[src/rtl/fdc_host_regs.sv]
module fdc_host_regs #(
  parameter int DW = 8,
  parameter int NDRV = 4,
  parameter logic [1:0] RATE_RST = 2'b10
) (
  input  logic          clk,
  input  logic          rst,
  input  logic          cs,
  input  logic          rd,
  input  logic          wr,
  input  logic [2:0]    addr,
  input  logic [DW-1:0] din,
  output logic [DW-1:0] dout,
  output logic [DW-1:0] dout_oe,
  output logic          core_rd,
  output logic          core_wr,
  output logic          core_a0,
  output logic [DW-1:0] core_wdata,
  input  logic [DW-1:0] core_rdata,
  input  logic          disk_changed,
  output logic          core_reset,
  input  logic          core_drq,
  input  logic          core_irq,
  output logic          drq,
  output logic          drq_oe,
  output logic          irq,
  output logic          irq_oe,
  input  logic          dack_n,
  output logic          core_dack_n,
  output logic [NDRV-1:0] drive_sel,
  output logic [NDRV-1:0] motor_on,
  output logic [1:0]    rate
);
  localparam logic [2:0] A_CTRL = 3'b010;
  localparam logic [2:0] A_STAT = 3'b100;
  localparam logic [2:0] A_DATA = 3'b101;
  localparam logic [2:0] A_RATE = 3'b111;
  localparam int SELW = $clog2(NDRV);

  logic [DW-1:0] ctrl_q;
  logic [1:0]    rate_q;
  logic          rd_go, wr_go;
  logic          dma_en, run;
  logic [SELW-1:0] unit;

  assign rd_go = cs && rd && !wr;
  assign wr_go = cs && wr && !rd;

  always_ff @(posedge clk) begin
    if (rst) begin
      ctrl_q <= '0;
      rate_q <= RATE_RST;
    end else if (wr_go) begin
      if (addr == A_CTRL) ctrl_q <= din;
      if (addr == A_RATE) rate_q <= din[1:0];
    end
  end

  assign unit   = ctrl_q[SELW-1:0];
  assign run    = ctrl_q[2];
  assign dma_en = ctrl_q[3];
  assign rate   = rate_q;

  assign core_reset = rst || !run;

  assign core_rd    = rd_go && (addr == A_STAT || addr == A_DATA);
  assign core_wr    = wr_go && (addr == A_DATA);
  assign core_a0    = addr[0];
  assign core_wdata = din;

  always_comb begin
    dout    = '0;
    dout_oe = '0;
    if (core_rd) begin
      dout    = core_rdata;
      dout_oe = '1;
    end else if (rd_go && addr == A_RATE) begin
      dout[DW-1]    = disk_changed;
      dout_oe[DW-1] = 1'b1;
    end
  end

  assign drq_oe      = dma_en;
  assign irq_oe      = dma_en;
  assign drq         = core_drq;
  assign irq         = core_irq;
  assign core_dack_n = dack_n || !dma_en;

  for (genvar n = 0; n < NDRV; n++) begin : g_drv
    assign motor_on[n]  = ctrl_q[4+n];
    assign drive_sel[n] = (unit == SELW'(n)) && ctrl_q[4+n];
  end

  p_hw_reset_r6: assert property (@(posedge clk)
    $fell(rst) |-> (motor_on == '0 && rate == RATE_RST && core_reset));

  p_run_bit_r7: assert property (@(posedge clk) disable iff (rst)
    (wr_go && addr == A_CTRL && !din[2]) |=> core_reset);

  p_swreset_keeps_rate_r8: assert property (@(posedge clk) disable iff (rst)
    (wr_go && addr == A_CTRL) |=> $stable(rate));

  p_dma_gate_r9: assert property (@(posedge clk) disable iff (rst)
    !drq_oe |-> (core_dack_n && !irq_oe));

  p_one_drive_r10: assert property (@(posedge clk) disable iff (rst)
    $onehot0(drive_sel));

  p_bus_idle_r5: assert property (@(posedge clk) disable iff (rst)
    !(cs && rd && !wr) |-> (dout_oe == '0 && !core_rd));

  p_d7_only_r4: assert property (@(posedge clk) disable iff (rst)
    (dout_oe != '0 && !core_rd) |-> (dout_oe == 8'h80));

  p_strobe_excl_r3: assert property (@(posedge clk) disable iff (rst)
    !(core_rd && core_wr));
endmodule

[config.mk]
export PLATFORM = sky130hd
export DESIGN_NAME = fdc_host_regs
export DESIGN_NICKNAME = d
export VERILOG_FILES = /design/src/rtl/fdc_host_regs.sv
export SDC_FILE = /design/constraint.sdc
export NUM_CORES = 1
export LEC_CHECK = 0
export BUFFER_PORTS_ARGS = -buffer_cell sky130_fd_sc_hd__buf_2
export CORE_ASPECT_RATIO = 0.7
export CORE_MARGIN = 2
export CORE_UTILIZATION = 33
export DETAILED_ROUTE_END_ITERATION = 12
export GPL_TIMING_DRIVEN = 0
export PLACE_DENSITY = 0.86
export SLEW_MARGIN = 20
export SYNTH_ARGS = -nofsm -noshare
export SYNTH_HDL_FRONTEND = slang
export SYNTH_SLANG_ARGS = --single-unit
[constraint.sdc]
create_clock -name clk -period 1 [get_ports clk]
set_clock_uncertainty 0.15 [all_clocks]
set_input_delay 0.05 -clock clk [delete_from_list [all_inputs] [get_ports clk]]
set_output_delay 0.05 -clock clk [all_outputs]
set_load 0.005 [all_outputs]
Word level (Yosys, flattened, before mapping)
Cells that the tools add are included.
{ "word_totals": {"reg_bits": 10, "output_inout_bits": 43} }
{ "classes": {"n_reduce_logical": 21, "n_mux": 6, "eq_ne": 7} }
{ "ops": {"columns": ["cell", "n"], "rows": [
  ["2-to-1 mux 7 bit", 2],
  ["logical AND 1 bit", 11],
  ["equality test 3 bit (second input constant)", 3],
  ["equality test 2 bit (second input constant)", 2],
  ["zero test 1 bit", 4],
  ["2-to-1 mux 1 bit", 4],
  ["AND reduction 2 bit", 2],
  ["equality test 3 x 2 -> 1 bit (second input constant)", 1],
  ["logical OR 1 bit", 3],
  ["equality test 2 x 1 -> 1 bit (second input constant)", 1],
  ["zero test 2 bit", 1]
]} }

Logic depth before layout (Yosys ltp)
Gate-level depths: netlist of the first run.
{ "depth": {"word_depth": 5, "mapped_depth": 4, "ltp_nobuf": 3} }

Least setup slack after synthesis of the first run
OpenSTA, ideal clock, no wires.
{ "synth_timing": {"path_type": "input to register", "start": "input port rd", "end": "register ctrl_q[0]", "required_ps": 778, "path_stages": 4, "path_slack_ps": -23, "t_arrival_ps": 801, "path_cell_list": "nand3b_4 -> nor4b_4 -> buf_6 -> mux2i_1"} }
{ "synth_via": {"elab_chain_cells": 3} }
{ "synth_lines": {"columns": ["item", "line_no", "text"], "rows": [
  ["start, declared", "9", "input logic rd,"],
  ["zero test 1 bit", "47", "assign wr_go = cs && wr && !rd;"],
  ["logical AND 1 bit", "47", null],
  ["AND reduction 2 bit (no line)", null, null],
  ["end signal, assigned", "54", "if (addr == A_CTRL) ctrl_q <= din;"],
  ["end, declared", "40", "logic [DW-1:0] ctrl_q;"]
]} }
No other way between the ends.
A chain may end at the register's enable or synchronous reset.

Worst setup path after layout of the first run
{ "layout_timing": {"start": "register ctrl_q[1]", "end": "output port drive_sel[1]"} }
{ "layout_via": {"elab_chain_cells": 2} }
{ "layout_lines": {"columns": ["item", "line_no", "text"], "rows": [
  ["equality test 2 x 1 -> 1 bit", "91", "assign drive_sel[n] = (unit == SELW'(n)) && ctrl_q[4+n];"],
  ["logical AND 1 bit", "91", null],
  ["end, declared", "30", "output logic [NDRV-1:0] drive_sel,"]
]} }
No other way between the ends.

==> results of run 1 <==
final timing paths:
| path | start | endpoint | slack (ps) |
|---|---|---|---|
| setup / recovery | ctrl_q[1] | drive_sel[1] | -140 |
| hold / removal | rst | ctrl_q[3] | 2 |
| hold reg to reg | ctrl_q[4] | ctrl_q[4] | 340 |
| setup reg to reg | rate[1] | rate[1] | 70 |
power breakdown:
part           total (mW)  internal, mW  switching [mW]
combinational       0.281         0.181          0.0999
clock               0.274         0.139           0.135
sequential          0.400         0.397         0.00309
total               0.954         0.717           0.238
flip-flops by register name, indices dropped and copies added (netlist names):
| register | count |
|---|---|
| ctrl_q | 8 |
| rate | 2 |
cell usage in the layout, fill, tap and decap left out, drive strengths merged, types with 4 or more instances in the layout:
cell	count
and2	7
buf	97
clkbuf	4
dfxtp	10
dlygate4sd3	8
mux2i	9
nand2b	19
nor2	4
cell type report:
type	count	area, um2	area share (%)
Buffer	25	233	14.9
Clock buffer	3	22.5	1.44
Inverter	1	3.75	0.241
Multi-Input combinational cell	54	434	27.8
Sequential cell	10	215	13.8
Tap cell	32	40.0	2.57
Timing Repair Buffer	83	611	39.2
routing by layer:
metal  track usage [%]  vias up  share of wire, %
met5                 0        -                 0
met4              5.33        0              0.62
met3              4.49        2               6.9
met2              38.7       44                57
met1              15.9      421                35
li1                  -      447                 -
critical path, cell delays in order, from the launching register on:
cell     delay, ps
dfxtp_4        380
and3b_1        180
buf_2          120
kinds of logic after synthesis:
| group | count (synthesis) | share of synthesized area (%) |
|---|---|---|
| compound gates | 4 | 3.36 |
| simple gates | 40 | 35.0 |
| buf+inv | 26 | 24.5 |
| flops | 10 | 25.6 |
| mux | 9 | 11.5 |
metrics by stage:
step	area (um2)	std cells	util, %
4_1_cts	1470	206	67.1
3_3_place_gp	1160	189	53.1
6_report	1560	208	71.2
3_5_place_dp	1160	189	53.1
2_1_floorplan	782	89	-
5_1_grt	1560	208	71.2
repair_timing:
item	in CTS	in global routing
hold buffers	10	0
pin swaps	9	11
hold endpoints to repair	10	0
setup buffers	3	2
gates cloned	1	0
resized for setup	37	20
endpoints found under the setup margin	25	35
==> flow_metrics.tcl, run 1 <==
set metrics [dict create \
    dp.final_hpwl_mm 1.62 \
    drt.antenna.violating_nets 0 \
    critPathKind "flop to output pin" \
    min_period_ps 1140 \
    grt_overflow 0 \
    avgSynthCellArea_um2 8.79 \
    yosysSeqAreaShare_pct 25.6 \
    routabilityCongestion 0.690 \
    start_kind "flop" \
    power_density_nw_per_um2 612 \
    grt_pass1_wl_mm 3.84 \
    hold_viol 0 \
    drt_iter0_markers 4 \
    cts.root.buffer_cell "clkbuf_4" \
    layout-drive-gt1-share_pct 68.8 \
    fin_crit_sh_pct 114 \
    pin_count 71 \
    tns_ps -2120 \
    core_um2 2190 \
    pre_cts_ws_ps -311 \
    synth.most_common_cell "buf_4" \
    ys_warn_count 0 \
    synth_common_cells "buf_4, nand2b_1, dfxtp_1, mux2i_1, and2_1" \
    synth.distinct_cells 22 \
    fp.dieW_um 62.2 \
    fin_nets 206 \
    yosysTopAreaCell "dfxtp_1" \
    numCtsBuffers 3 \
    cts.sinks 10 \
    drc 0 \
    avgRoutedWirePerCell_um 12.4 \
    fin_ws_ps -144 \
    first_global_vias 919 \
    synth_cells 89 \
    antenna_found_initial 0 \
    synth_edf_count 0 \
    cap_violations 0 \
    grt_max_degree 11 \
    n_fill_cell 168 \
    violations "negative setup slack" \
    dr.pass1.iters 2 \
    hold_depth 3 \
    endpoint_kind "output pin" \
    portBuffers 68 \
    synth.cell_area_um2 782 \
    initial_core_util_pct 35.7 \
    area_delta_synth_final_pct 99.4 \
    ir_worst_vdd_v 0.000645 \
    hold_class "input pin to flop" \
    vias_per_cell 4.39 \
    clk_path_buf_depth 2 \
    clock_latency_ps 260 \
    slew_violations 0 \
    power_leakage_nw 0.791 \
    status "finished, violations left" \
    worst-r2r-cell-count 2 \
    cp_max_fo 5 \
    holdWs_ps 1.94 \
    fmax_ghz 0.874 \
    rows 14 \
    worstMarginPinSlew_ps 314 \
    num_antenna_cells 0 \
    fp.dieH_um 44.7 \
    synth_area_leaders "dfxtp_1, buf_4, nand2b_1, mux2i_1, and2_1" \
    clkSlewWorstSetupHoldPaths_ps 70 \
    synthFlopType "dfxtp_1" \
    syn-num-nets 117 \
    vias 914 \
    rsz0062_at_grt "yes" \
    cp.required_ps 800 \
    synth_top_cell_area_share_pct 25.6 \
    ys_seq_elements 10 \
    cts-htree-levels 1 \
    cts_tree "done" \
    slew-limit-headroom_pct 79.1 \
    async_reset_ff_share_pct 0 \
    cp.arrival_ps 940 \
    wirelength_mm 2.57 \
    grt.total_usage_pct 17.4 \
    dieArea_um2 2780 \
    setup_violations 33 \
    power_mw 0.954 \
]
Power figures use the tool's default switching activity.
==> run 2, diff against run 1 <==
--- a/config.mk
+++ b/config.mk
@@ -11,7 +11,8 @@
 export CORE_UTILIZATION = 33
 export DETAILED_ROUTE_END_ITERATION = 12
 export GPL_TIMING_DRIVEN = 0
-export PLACE_DENSITY = 0.86
+export PLACE_DENSITY = 0.75
+export SETUP_SLACK_MARGIN = 0.4
 export SLEW_MARGIN = 20
 export SYNTH_ARGS = -nofsm -noshare
 export SYNTH_HDL_FRONTEND = slang
==> flow_metrics.tcl, run 2 (synthesis results as in run 1) <==
set metrics [dict create \
    num_antenna_cells 0 \
    layout.cells.non_filler 199 \
    grt.total_usage_pct 15.9 \
    first_global_vias 777 \
    regToRegStartpoint "rate[1]" \
    portBuffers 68 \
    cp.required_ps 800 \
    min_period_ps 1170 \
    n_fill_cell 163 \
    tns_ps -2700 \
    final_common_cell "buf_6" \
    cts.sinks 10 \
    fin_ws_ps -171 \
    numCtsBuffers 3 \
    final_cell_mix "buf_6, buf_2, nand2b_1, buf_4, mux2i_1" \
    startpoint "wr" \
    rsz0062_at_grt "yes" \
    hold_viol 10 \
    clock_latency_ps 270 \
    grt_pass1_wl_mm 3.42 \
    dieArea_um2 2780 \
    holdWs_ps -150 \
    power_density_nw_per_um2 608 \
    setup_violations 26 \
    fin_crit_sh_pct 117 \
    grt_max_degree 16 \
    critPathKind "input pin to output pin" \
    top_register "ctrl_q" \
    hold_class "input pin to flop" \
    avgRoutedWirePerCell_um 12.2 \
    wirelength_mm 2.43 \
    power_leakage_nw 0.769 \
    cts_tree "done" \
    vias_per_cell 4.29 \
    fin_nets 197 \
    antenna_found_initial 0 \
    clk_path_buf_depth 2 \
    dp.final_hpwl_mm 1.65 \
    ir_worst_vdd_v 0.000540 \
    cp_max_fo 8 \
    core_um2 2190 \
    initial_core_util_pct 35.7 \
    grt_overflow 0 \
    area_delta_synth_final_pct 102 \
    cts.root.buffer_cell "clkbuf_4" \
    fp.dieW_um 62.2 \
    fmax_ghz 0.854 \
    cap_violations 0 \
    drt_iter0_markers 32 \
    placed_area_um2 1200 \
    pre_cts_ws_ps -326 \
    cp.arrival_ps 970 \
    pin_count 71 \
    start_kind "input pin" \
    drt.antenna.violating_nets 0 \
    endpoint_kind "output pin" \
    routabilityCongestion 0.728 \
    worstHoldStart "din[1]" \
    rows 14 \
    drc 0 \
    clkSlewWorstSetupHoldPaths_ps 70 \
    status "finished, violations left" \
    vias 854 \
    violations "negative hold slack, negative setup slack" \
    design_area_um2 1580 \
    layout-drive-gt1-share_pct 77.8 \
    cts-htree-levels 1 \
    slew_violations 0 \
    dpl.cell_count 189 \
    largest_reg_flops 8 \
    worstMarginPinSlew_ps 224 \
    multi_input_area_um2 445 \
    seq_area_um2 218 \
    slew-limit-headroom_pct 85.0 \
    dr.pass1.iters 4 \
    fp.dieH_um 44.7 \
]
-- run 2: cell count changes in the layout (fill, tap and decap cells not counted), moves of 2 or more --
cell,before,now
buf_2,50,40
buf_6,35,43
dlygate4sd3_1,8,0
and2_1,3,1
and2_4,4,6
dfxtp_1,2,0
dfxtp_2,6,8
dlymetal6s4s_1,2,0
-- run 2: repair_timing --
action / 4_1_cts / 5_1_grt
endpoints found under the setup margin: 44 / 45
gates resized for setup: 36 / 29
cloned: 0 / 1
buffers inserted: 4 / 2
hold endpoints to repair: 10 / 10
pin swaps: 4 / 10
-- run 2: worst paths after layout --
kind	end	slack, ps	cells past startpoint
setup / recovery	dout[3]	-170	6
hold / removal	rate[1]	-150	2
setup reg to reg	rate[1]	90	2
hold reg to reg	rate[0]	330	2
-- run 2: routing by layer --
metal	wire length, um	vias up	global-route usage (%)
met1	939	405	18.1
li1	-	429	-
met5	0	-	0
met4	25	0	6.67
met2	1390	18	29.6
met3	76	2	3.99
-- run 2: layout make-up --
cell class                      instances  area share [%]
Timing Repair Buffer                   75            38.7
Multi-Input combinational cell         53            28.3
Buffer                                 25            15.1
Sequential cell                        10            13.8
Tap cell                               32            2.54
Clock buffer                            3            1.43
Inverter                                1           0.238
-- run 2: power by group --
| part | internal [mW] | switching, mW |
|---|---|---|
| clock | 0.140 | 0.149 |
| sequential | 0.397 | 0.00299 |
| combinational | 0.173 | 0.0979 |
-- run 2: metrics by stage --
stage / power [mW] / utilization (%)
floorplan: 0.512 / -
global placement: 0.616 / 54.9
detailed placement: 0.620 / 54.9
CTS: 0.930 / 64.7
global route: 0.995 / 72.0
finish: 0.959 / 72.0
-- run 2: critical path, cell delays in order --
cell	delay, ps
buf_8	90
nand4b_1	240
nor2_4	210
buf_12	140
and2_1	130
buf_2	110
==> run 3, diff against run 2 <==
--- a/config.mk
+++ b/config.mk
@@ -12,7 +12,7 @@
 export DETAILED_ROUTE_END_ITERATION = 12
 export GPL_TIMING_DRIVEN = 0
 export PLACE_DENSITY = 0.75
-export SETUP_SLACK_MARGIN = 0.4
+export SETUP_SLACK_MARGIN = 0.02
 export SLEW_MARGIN = 20
 export SYNTH_ARGS = -nofsm -noshare
 export SYNTH_HDL_FRONTEND = slang
==> flow_metrics.tcl, run 3 (synthesis results as in run 1) <==
set metrics [dict create \
    num_antenna_cells 0 \
    fin_crit_sh_pct 118 \
    drt_iter0_markers 30 \
    cp_common_cell "buf_6" \
    layout-drive-gt1-share_pct 68.9 \
    fp.dieW_um 62.2 \
    start_kind "input pin" \
    cts.root.buffer_cell "clkbuf_4" \
    fin_nets 209 \
    rows 14 \
    vias 918 \
    power_leakage_nw 0.810 \
    fmax_ghz 0.844 \
    rsz0062_at_grt "yes" \
    setup_violations 35 \
    path_cells "buf_8 > nand4b_1 > nor2_4 > buf_6 > and2_4 > buf_6" \
    ir_worst_vdd_v 0.000478 \
    drc 0 \
    grt_pass1_wl_mm 3.81 \
    portBuffers 68 \
    status "finished, violations left" \
    final_cell_mix "buf_2, buf_6, nand2b_1, buf_4" \
    clkSlewWorstSetupHoldPaths_ps 70 \
    fin_ws_ps -185 \
    holdWs_ps 0.764 \
    power_density_nw_per_um2 666 \
    cts_tree "done" \
    slowest_delay_ps 260 \
    numCtsBuffers 3 \
    cp.arrival_ps 980 \
    final_common_cell "buf_2" \
    cts-htree-levels 1 \
    placed_area_um2 1160 \
    clk_path_buf_depth 2 \
    wirelength_mm 2.78 \
    core_um2 2190 \
    cts.sinks 10 \
    cp.required_ps 800 \
    avgRoutedWirePerCell_um 13.1 \
    cp_max_fo 6 \
    cap_violations 0 \
    hold_class "input pin to flop" \
    hold_viol 0 \
    dpl.cell_count 189 \
    min_period_ps 1180 \
    slew-limit-headroom_pct 76.8 \
    fp.dieH_um 44.7 \
    grt.total_usage_pct 17.5 \
    dp.final_hpwl_mm 1.71 \
    initial_core_util_pct 35.7 \
    top_register "ctrl_q" \
    grt_max_degree 11 \
    n_fill_cell 131 \
    endpoint_kind "output pin" \
    design_area_um2 1610 \
    worstMarginPinSlew_ps 348 \
    violations "negative setup slack" \
    layout.cells.non_filler 212 \
    power_mw 1.07 \
    slowest_stage "nand4b_1" \
    dr.pass1.iters 4 \
    multi_input_area_um2 420 \
    grt_overflow 0 \
    drt.antenna.violating_nets 0 \
    largest_reg_flops 8 \
    seq_area_um2 214 \
    antenna_found_initial 0 \
    dieArea_um2 2780 \
    vias_per_cell 4.33 \
    pin_count 71 \
    tns_ps -3070 \
    routabilityCongestion 0.735 \
    slew_violations 0 \
    first_global_vias 898 \
    critPathKind "input pin to output pin" \
    clock_latency_ps 270 \
    area_delta_synth_final_pct 106 \
]
-- run 3: what timing repair did --
item | CTS | global route
hold buffers | 10 | 0
endpoints found under the hold margin | 10 | 0
gates cloned | 1 | 0
pin swaps | 7 | 3
setup endpoints to repair | 27 | 35
setup buffers | 6 | 3
gates resized for setup | 32 | 27
-- run 3: cell type report --
class,count,area share (%)
clock buffer,4,2.25
inverter,1,0.233
timing repair buffer,87,41.6
tap,32,2.48
multi-input combinational,53,26.0
buffer,25,14.2
sequential,10,13.3
-- run 3: worst max-delay path: cells and delay by family --
| kind | cells | cell delay [ps] |
|---|---|---|
| AND/OR/NAND/NOR | 3 | 600 |
| buffers and inverters | 3 | 330 |
-- run 3: stage by stage --
step,util (%),setup slack (ps)
after detailed placement,53.1,-367
final,73.7,-185
after floorplan,-,-22.8
after CTS,67.5,-144
after global routing,73.7,-211
after global placement,53.1,-269
-- run 3: worst paths after layout --
| path | cells after the start | end | from | slack (ps) |
|---|---|---|---|---|
| max | 6 | dout[1] | wr | -180 |
| min | 3 | ctrl_q[5] | rst | 0.8 |
| max reg2reg | 2 | rate[1] | rate[1] | 80 |
| min reg2reg | 2 | rate[0] | rate[0] | 340 |
-- run 3: report_power, final --
| group | internal, mW | switching, mW |
|---|---|---|
| logic | 0.186 | 0.105 |
| registers | 0.396 | 0.00266 |
| clock network | 0.222 | 0.164 |
| total | 0.804 | 0.271 |
-- run 3: metal layers --
layer  global-route usage (%)  up-vias  share of wire, %  routed length [um]
met5                        0        -                 0                   0
met4                     9.78        0               1.8                  50
met3                     4.99        7               3.8                 106
met2                     33.7       25                54                1510
met1                     18.1      438                40                1120
li1                         -      448                 -                   -
